**src/rtl/mtm_pkg.sv**
```systemverilog
package mtm_pkg;
  localparam int unsigned MT_AW = 3;

  typedef enum logic [MT_AW-1:0] {
    MT_CTRL   = 3'd0,
    MT_CNT_LO = 3'd1,
    MT_CNT_HI = 3'd2,
    MT_CMP_LO = 3'd3,
    MT_CMP_HI = 3'd4
  } mt_reg_e;
endpackage

```
**src/rtl/mtm_rst_sync.sv**
```systemverilog
module mtm_rst_sync (
  input  logic clk,
  input  logic rst_n,
  output logic rst_sn
);
  logic [1:0] sync_q;

  always_ff @(posedge clk or negedge rst_n) begin
    if (!rst_n) sync_q <= 2'b00;
    else        sync_q <= {sync_q[0], 1'b1};
  end

  assign rst_sn = sync_q[1];
endmodule

```
**src/rtl/mtm_counter.sv**
```systemverilog
module mtm_counter
  import mtm_pkg::*;
#(
  parameter int unsigned HW    = 32,
  parameter int unsigned NCORE = 2
) (
  input  logic                  clk,
  input  logic                  rst_n,
  input  logic                  tick_i,
  input  logic [NCORE-1:0]      we_i,
  input  logic [NCORE*MT_AW-1:0] addr_i,
  input  logic [NCORE*HW-1:0]   wdata_i,
  output logic [2*HW-1:0]       cnt_o,
  output logic                  en_o
);
  localparam int unsigned CW = 2 * HW;
  localparam int unsigned LC = NCORE - 1;

  logic [CW-1:0] cnt_q, cnt_d;
  logic          en_q, en_d;
  logic          lo_wr, hi_wr, ctl_wr, cnt_ld;
  logic [HW-1:0] lo_val, hi_val;

  // Write arbitration: later (higher-numbered) cores override earlier ones
  always_comb begin
    lo_wr  = 1'b0;
    hi_wr  = 1'b0;
    ctl_wr = 1'b0;
    lo_val = cnt_q[HW-1:0];
    hi_val = cnt_q[CW-1:HW];
    en_d   = en_q;
    for (int c = 0; c < NCORE; c++) begin
      if (we_i[c]) begin
        case (mt_reg_e'(addr_i[c*MT_AW +: MT_AW]))
          MT_CTRL:   begin ctl_wr = 1'b1; en_d   = wdata_i[c*HW];        end
          MT_CNT_LO: begin lo_wr  = 1'b1; lo_val = wdata_i[c*HW +: HW];  end
          MT_CNT_HI: begin hi_wr  = 1'b1; hi_val = wdata_i[c*HW +: HW];  end
          default: ;
        endcase
      end
    end
  end

  // Next counter value: software write beats increment
  always_comb begin
    cnt_ld = lo_wr | hi_wr | (en_q & tick_i);
    if (lo_wr || hi_wr) cnt_d = {hi_val, lo_val};
    else                cnt_d = cnt_q + {{(CW-1){1'b0}}, 1'b1};
  end

  always_ff @(posedge clk or negedge rst_n) begin
    if (!rst_n) begin
      cnt_q <= '0;
      en_q  <= 1'b0;
    end else begin
      if (cnt_ld) cnt_q <= cnt_d;
      if (ctl_wr) en_q  <= en_d;
    end
  end

  assign cnt_o = cnt_q;
  assign en_o  = en_q;

  // enabled tick with no counter write advances by one
  a_r2_step: assert property (@(posedge clk) disable iff (!rst_n)
    (en_q && tick_i && !lo_wr && !hi_wr) |=> (cnt_q == $past(cnt_q) + 1'b1));

  // no write and no enabled tick holds the counter
  a_r2_hold: assert property (@(posedge clk) disable iff (!rst_n)
    (!(en_q && tick_i) && !lo_wr && !hi_wr) |=> $stable(cnt_q));

  // a low-half write leaves the high half untouched
  a_r4_lo_keeps_hi: assert property (@(posedge clk) disable iff (!rst_n)
    (lo_wr && !hi_wr) |=> (cnt_q[CW-1:HW] == $past(cnt_q[CW-1:HW])));

  // the last core's low-half write always lands
  a_r5_last_core_wins: assert property (@(posedge clk) disable iff (!rst_n)
    (we_i[LC] && addr_i[LC*MT_AW +: MT_AW] == MT_CNT_LO)
      |=> (cnt_q[HW-1:0] == $past(wdata_i[LC*HW +: HW])));

  // low-half wrap carries into the high half
  a_r9_carry: assert property (@(posedge clk) disable iff (!rst_n)
    (en_q && tick_i && !lo_wr && !hi_wr && (&cnt_q[HW-1:0]))
      |=> (cnt_q[CW-1:HW] == $past(cnt_q[CW-1:HW]) + 1'b1));
endmodule

```
**src/rtl/mtm_cmp.sv**
```systemverilog
module mtm_cmp
  import mtm_pkg::*;
#(
  parameter int unsigned HW = 32
) (
  input  logic             clk,
  input  logic             rst_n,
  input  logic             we_i,
  input  logic [MT_AW-1:0] addr_i,
  input  logic [HW-1:0]    wdata_i,
  input  logic [2*HW-1:0]  cnt_i,
  output logic [2*HW-1:0]  cmp_o,
  output logic             irq_o
);
  localparam int unsigned CW = 2 * HW;

  logic [CW-1:0] cmp_q, cmp_d;
  logic          cmp_ld;

  always_comb begin
    cmp_d  = cmp_q;
    cmp_ld = 1'b0;
    if (we_i) begin
      case (mt_reg_e'(addr_i))
        MT_CMP_LO: begin cmp_ld = 1'b1; cmp_d[HW-1:0]  = wdata_i; end
        MT_CMP_HI: begin cmp_ld = 1'b1; cmp_d[CW-1:HW] = wdata_i; end
        default: ;
      endcase
    end
  end

  always_ff @(posedge clk or negedge rst_n) begin
    if (!rst_n)      cmp_q <= '1;
    else if (cmp_ld) cmp_q <= cmp_d;
  end

  assign cmp_o = cmp_q;
  assign irq_o = (cnt_i >= cmp_q);

  // compare holds unless this core writes a compare half
  a_r7_cmp_private: assert property (@(posedge clk) disable iff (!rst_n)
    !(we_i && (addr_i == MT_CMP_LO || addr_i == MT_CMP_HI)) |=> $stable(cmp_q));
endmodule

```
**src/rtl/shared_mtimer.sv**
```systemverilog
module shared_mtimer
  import mtm_pkg::*;
#(
  parameter int unsigned HW    = 32,
  parameter int unsigned NCORE = 2
) (
  input  logic                   clk,
  input  logic                   rst_n,
  input  logic                   tick_i,
  input  logic [NCORE-1:0]       we_i,
  input  logic [NCORE*MT_AW-1:0] addr_i,
  input  logic [NCORE*HW-1:0]    wdata_i,
  output logic [NCORE*HW-1:0]    rdata_o,
  output logic [NCORE-1:0]       irq_o
);
  localparam int unsigned CW = 2 * HW;

  logic          rst_sn;
  logic [CW-1:0] cnt;
  logic          en;
  logic [CW-1:0] cmp [NCORE];
  logic          cnt_wr_any;

  mtm_rst_sync u_rst (
    .clk    (clk),
    .rst_n  (rst_n),
    .rst_sn (rst_sn)
  );

  mtm_counter #(.HW(HW), .NCORE(NCORE)) u_cnt (
    .clk     (clk),
    .rst_n   (rst_sn),
    .tick_i  (tick_i),
    .we_i    (we_i),
    .addr_i  (addr_i),
    .wdata_i (wdata_i),
    .cnt_o   (cnt),
    .en_o    (en)
  );

  always_comb begin
    cnt_wr_any = 1'b0;
    for (int c = 0; c < NCORE; c++) begin
      if (we_i[c] && (addr_i[c*MT_AW +: MT_AW] == MT_CNT_LO ||
                      addr_i[c*MT_AW +: MT_AW] == MT_CNT_HI))
        cnt_wr_any = 1'b1;
    end
  end

  for (genvar g = 0; g < NCORE; g++) begin : g_core
    logic [HW-1:0]    rd;
    logic [MT_AW-1:0] sel;
    logic [HW-1:0]    wd;

    assign sel = addr_i[g*MT_AW +: MT_AW];
    assign wd  = wdata_i[g*HW +: HW];

    mtm_cmp #(.HW(HW)) u_cmp (
      .clk     (clk),
      .rst_n   (rst_sn),
      .we_i    (we_i[g]),
      .addr_i  (sel),
      .wdata_i (wd),
      .cnt_i   (cnt),
      .cmp_o   (cmp[g]),
      .irq_o   (irq_o[g])
    );

    always_comb begin
      case (mt_reg_e'(sel))
        MT_CTRL:   rd = {{(HW-1){1'b0}}, en};
        MT_CNT_LO: rd = cnt[HW-1:0];
        MT_CNT_HI: rd = cnt[CW-1:HW];
        MT_CMP_LO: rd = cmp[g][HW-1:0];
        MT_CMP_HI: rd = cmp[g][CW-1:HW];
        default:   rd = '0;
      endcase
    end

    assign rdata_o[g*HW +: HW] = rd;

    // raising the compare above the counter drops the interrupt next cycle
    a_r10_irq_drop: assert property (@(posedge clk) disable iff (!rst_sn)
      (we_i[g] && sel == MT_CMP_LO && !cnt_wr_any &&
       ({1'b0, cmp[g][CW-1:HW], wd} > ({1'b0, cnt} + 1'b1)))
        |=> !irq_o[g]);
  end

  if (NCORE > 1) begin : g_pair
    // equal compare values must give equal interrupt levels
    a_r8_equal_cmp_equal_irq: assert property (@(posedge clk) disable iff (!rst_sn)
      (cmp[0] == cmp[1]) |-> (irq_o[0] == irq_o[1]));
  end
endmodule

```
**config.mk**
```make
export PLATFORM = sky130hd
export DESIGN_NAME = shared_mtimer
export DESIGN_NICKNAME = d
export VERILOG_FILES = /design/src/rtl/mtm_pkg.sv /design/src/rtl/mtm_rst_sync.sv /design/src/rtl/mtm_counter.sv /design/src/rtl/mtm_cmp.sv /design/src/rtl/shared_mtimer.sv
export SDC_FILE = /design/constraint.sdc
export NUM_CORES = 1
export LEC_CHECK = 0
export BUFFER_PORTS_ARGS = -buffer_cell sky130_fd_sc_hd__buf_2
export CAP_MARGIN = 5
export CORE_MARGIN = 4
export CORE_UTILIZATION = 60
export CTS_CLUSTER_SIZE = 25
export DETAILED_ROUTE_END_ITERATION = 8
export PLACE_DENSITY = 0.8
export SYNTH_ARGS = -nofsm -noshare
export SYNTH_HDL_FRONTEND = slang
export SYNTH_HIERARCHICAL = 1
export SYNTH_SLANG_ARGS = --single-unit
```
**constraint.sdc**
```tcl
create_clock -name clk -period 7.6 [get_ports clk]
set_input_delay 0.38 -clock clk [delete_from_list [all_inputs] [get_ports clk]]
set_output_delay 0.38 -clock clk [all_outputs]
set_load 0.01 [all_outputs]
```
==> run metrics <==
CTS Buf Count 17; Final setup viols 0; final instance area 0.0171 mm²; Remaining DRCs 0; post-CTS sizing 0; Final ANT Viol Nets 0; mean post-synth cell area 8.94 µm²; Unique masters post-synth 71; Peak VDD IR 0.168 mV; Die X 169 µm; total gr overflow 0; Post-DP HPWL 37.9 mm; outcome finished, final reports clean; Final Slew Violations 0; critical path buffer and inverter count 2; Initial Util 61.3%; n_diodes 0; CP startpoint kind flop; P&R area growth vs syn 10.3%; worst min path class in2reg; CTS clk-pin slew, worst paths 0.08 ns; wire length per cell 24.6 µm; kind of cell adding the most delay to the critical path simple AND/OR/NAND/NOR gates; Worst Path Max Fanout 11; Post-CTS Setup Inserts 0; EDFF count, synth 0; Final #Nets 2013; CP peak stage delay 0.63 ns; Layout fillers 2073; Post-synth ARST share 100%; area used by multi-input combinational logic 0.00962 mm²; global-route wire length before repair 80.7 mm; TritonCTS Sinks 195; total negative slack 0 ns; Via density 6.82; CP arrival 3.30 ns; Rows 58; Clk Tree Root Cell clkbuf_16; later-pin clock latency in the skew report 0.43 ns; Gate Count Post-Synth 1731; Ports 141; # Max-Cap Violations 0; Die H 169 µm; vias in the first global route 14.1k; unrepaired setup endpoints after global routing false; largest area contributor in the synthesized netlist dfstp_2; Placed Instance Area 0.0164 mm²; overall die area 0.0284 mm²; Crit. End Element output pin; core area 0.0253 mm²; Cell Pwr Density 287 mW/mm²; worst-path cell chain inv_1 -> ha_1 -> nand2b_4 -> a2111oi_4 -> and4b_1 -> a211oi_2 -> o32ai_1 -> or4_1 -> buf_2; Synth Flop Type dfstp_2; fin crit period 3.68 ns; CTS tree built; ranking of synthesized cells by area dfstp_2, dfrtp_1, ha_1; Reg area 0.00504 mm²; synthesized area 0.0155 mm²; gr usage total 36.2%; final worst slack 3.92 ns; YS warnings 6; Longest Clk Path Bufs 2; leakage power 7.39 nW; critical path class reg2out; PortBufs 140; initial antenna violation count 0; DR pass1 iterations 6; layout cell share with drive strength beyond 1 23.9%; Commonest cells post-synth nand2_1, o21ai_0, mux2i_1, ha_1, inv_1; Post-CTS Hold Buffers 1; gp weighted congestion 0.984; Starting DRT DRC Count 1950; Slew HR 17.4%; largest net degree at the start of global routing 85; Critical Path RT 7.22 ns; post-place setup slack 4.12 ns; max frequency 272 MHz; final WL 52.9 mm; Fin. Hold Viols 0; area fraction of the dominant cell type after synthesis 21.7%; fin crit share 48.4%; FF+latch count, synth 195; H-tree depth 4; Worst-Margin Slew 1.24 ns; Worst Clk Skew 0.0119 ns; Vias 14.7k; critical path's slowest cell dfrtp_1; most frequent cell after synthesis nand2_1; Post-Syn Nets 1935; register area share after synthesis 32.6%
[cells by family (layout without fill, tap and decap cells)]
kind of cell,count (synthesis),count (layout),synth area share (%)
and+or+nand+nor,502,502,17.4
AOI/OAI and AO/OA,413,413,16.4
buffers and inverters,234,325,6.08
muxes,225,225,15.2
DFF,195,195,32.6
adders and majority gates,129,129,10.4
xor gates and xnor gates,32,32,1.81
other,1,1,0.0242
[final timing paths]
| path | from | end | depth (start not counted) | slack, ns |
|---|---|---|---|---|
| min in group asynchronous | rst_n | u_rst/sync_q[1] | 2 | 0.25 |
| max in group asynchronous | u_rst/sync_q[1] | u_cnt/cnt_o[43] | 1 | 5.58 |
| hold reg to reg | u_rst/sync_q[0] | u_rst/sync_q[1] | 0 | 0.35 |
| setup / recovery | u_cnt/cnt_o[0] | irq_o[0] | 9 | 3.92 |
| hold / removal | wdata_i[23] | g_core[0].u_cmp/cmp_o[55] | 3 | 0.19 |
| setup reg to reg | u_cnt/cnt_o[0] | u_cnt/cnt_o[56] | 6 | 4.22 |
[metrics by stage]
stage                     hold WS [ns]  utilization (%)  power [W]  cells
after floorplan                 0.0844                -    0.00310   1731
after global placement           0.166             65.1    0.00374   2119
after detailed placement         0.168             65.1    0.00384   2119
after CTS                        0.182             67.6    0.00485   2152
after global routing             0.207             67.6    0.00518   2152
final                            0.193             67.6    0.00490   2152
[per-layer routing]
layer  up-vias  track usage, %  share of wire (%)
met2       978            56.7                 45
met3       203            5.44                9.5
met4         0            21.8                6.6
li1       6491               -                  -
met5         -               0                  0
met1      7008            47.7                 39
[power breakdown]
part | internal (W) | switching (W)
combinational | 0.000845 | 0.00105
clock | 0.000572 | 0.000415
sequential | 0.00140 | 0.000614
total | 0.00282 | 0.00208
[layout make-up]
type	instances	area share [%]
timing repair buffer	164	5.17
clock buffer	23	2.93
clock inverter	9	0.806
sequential	195	29.5
tap	330	2.42
multi-input combinational	1302	56.3
inverter	129	2.83
[layout by cell type (no fill, tap or decap), types with 14 or more instances in the layout]
cell / count
a21oi_1: 86
mux2i_1: 146
a22oi_1: 62
nand2_1: 166
nand3_1: 43
nor3_1: 22
dfstp_2: 128
o211ai_1: 14
or4_1: 23
buf_2: 140
dfrtp_1: 66
nor2_1: 72
inv_1: 129
xor2_1: 22
clkbuf_16: 19
a211oi_1: 28
nand4_1: 64
o21ai_0: 153
nor4_1: 22
mux2_2: 78
buf_4: 23
ha_1: 129
[worst reg2reg max path, stage by stage, from the launching register on]
cell and delay, ns:
dfrtp_1 0.63, ha_1 0.27, nand4_1 0.51, nor3_1 0.68, nand3_1 0.41, or4_1 0.62
a31oi_1 0.19
[registers in the layout (all words and copies together), names as in the netlist]
| signal | cells |
|---|---|
| g_core.u_cmp/cmp_o | 128 |
| u_cnt/cnt_o | 64 |
| u_rst/sync_q | 2 |
| u_cnt/en_o | 1 |
Note: power is estimated with default switching activity, not from simulation.
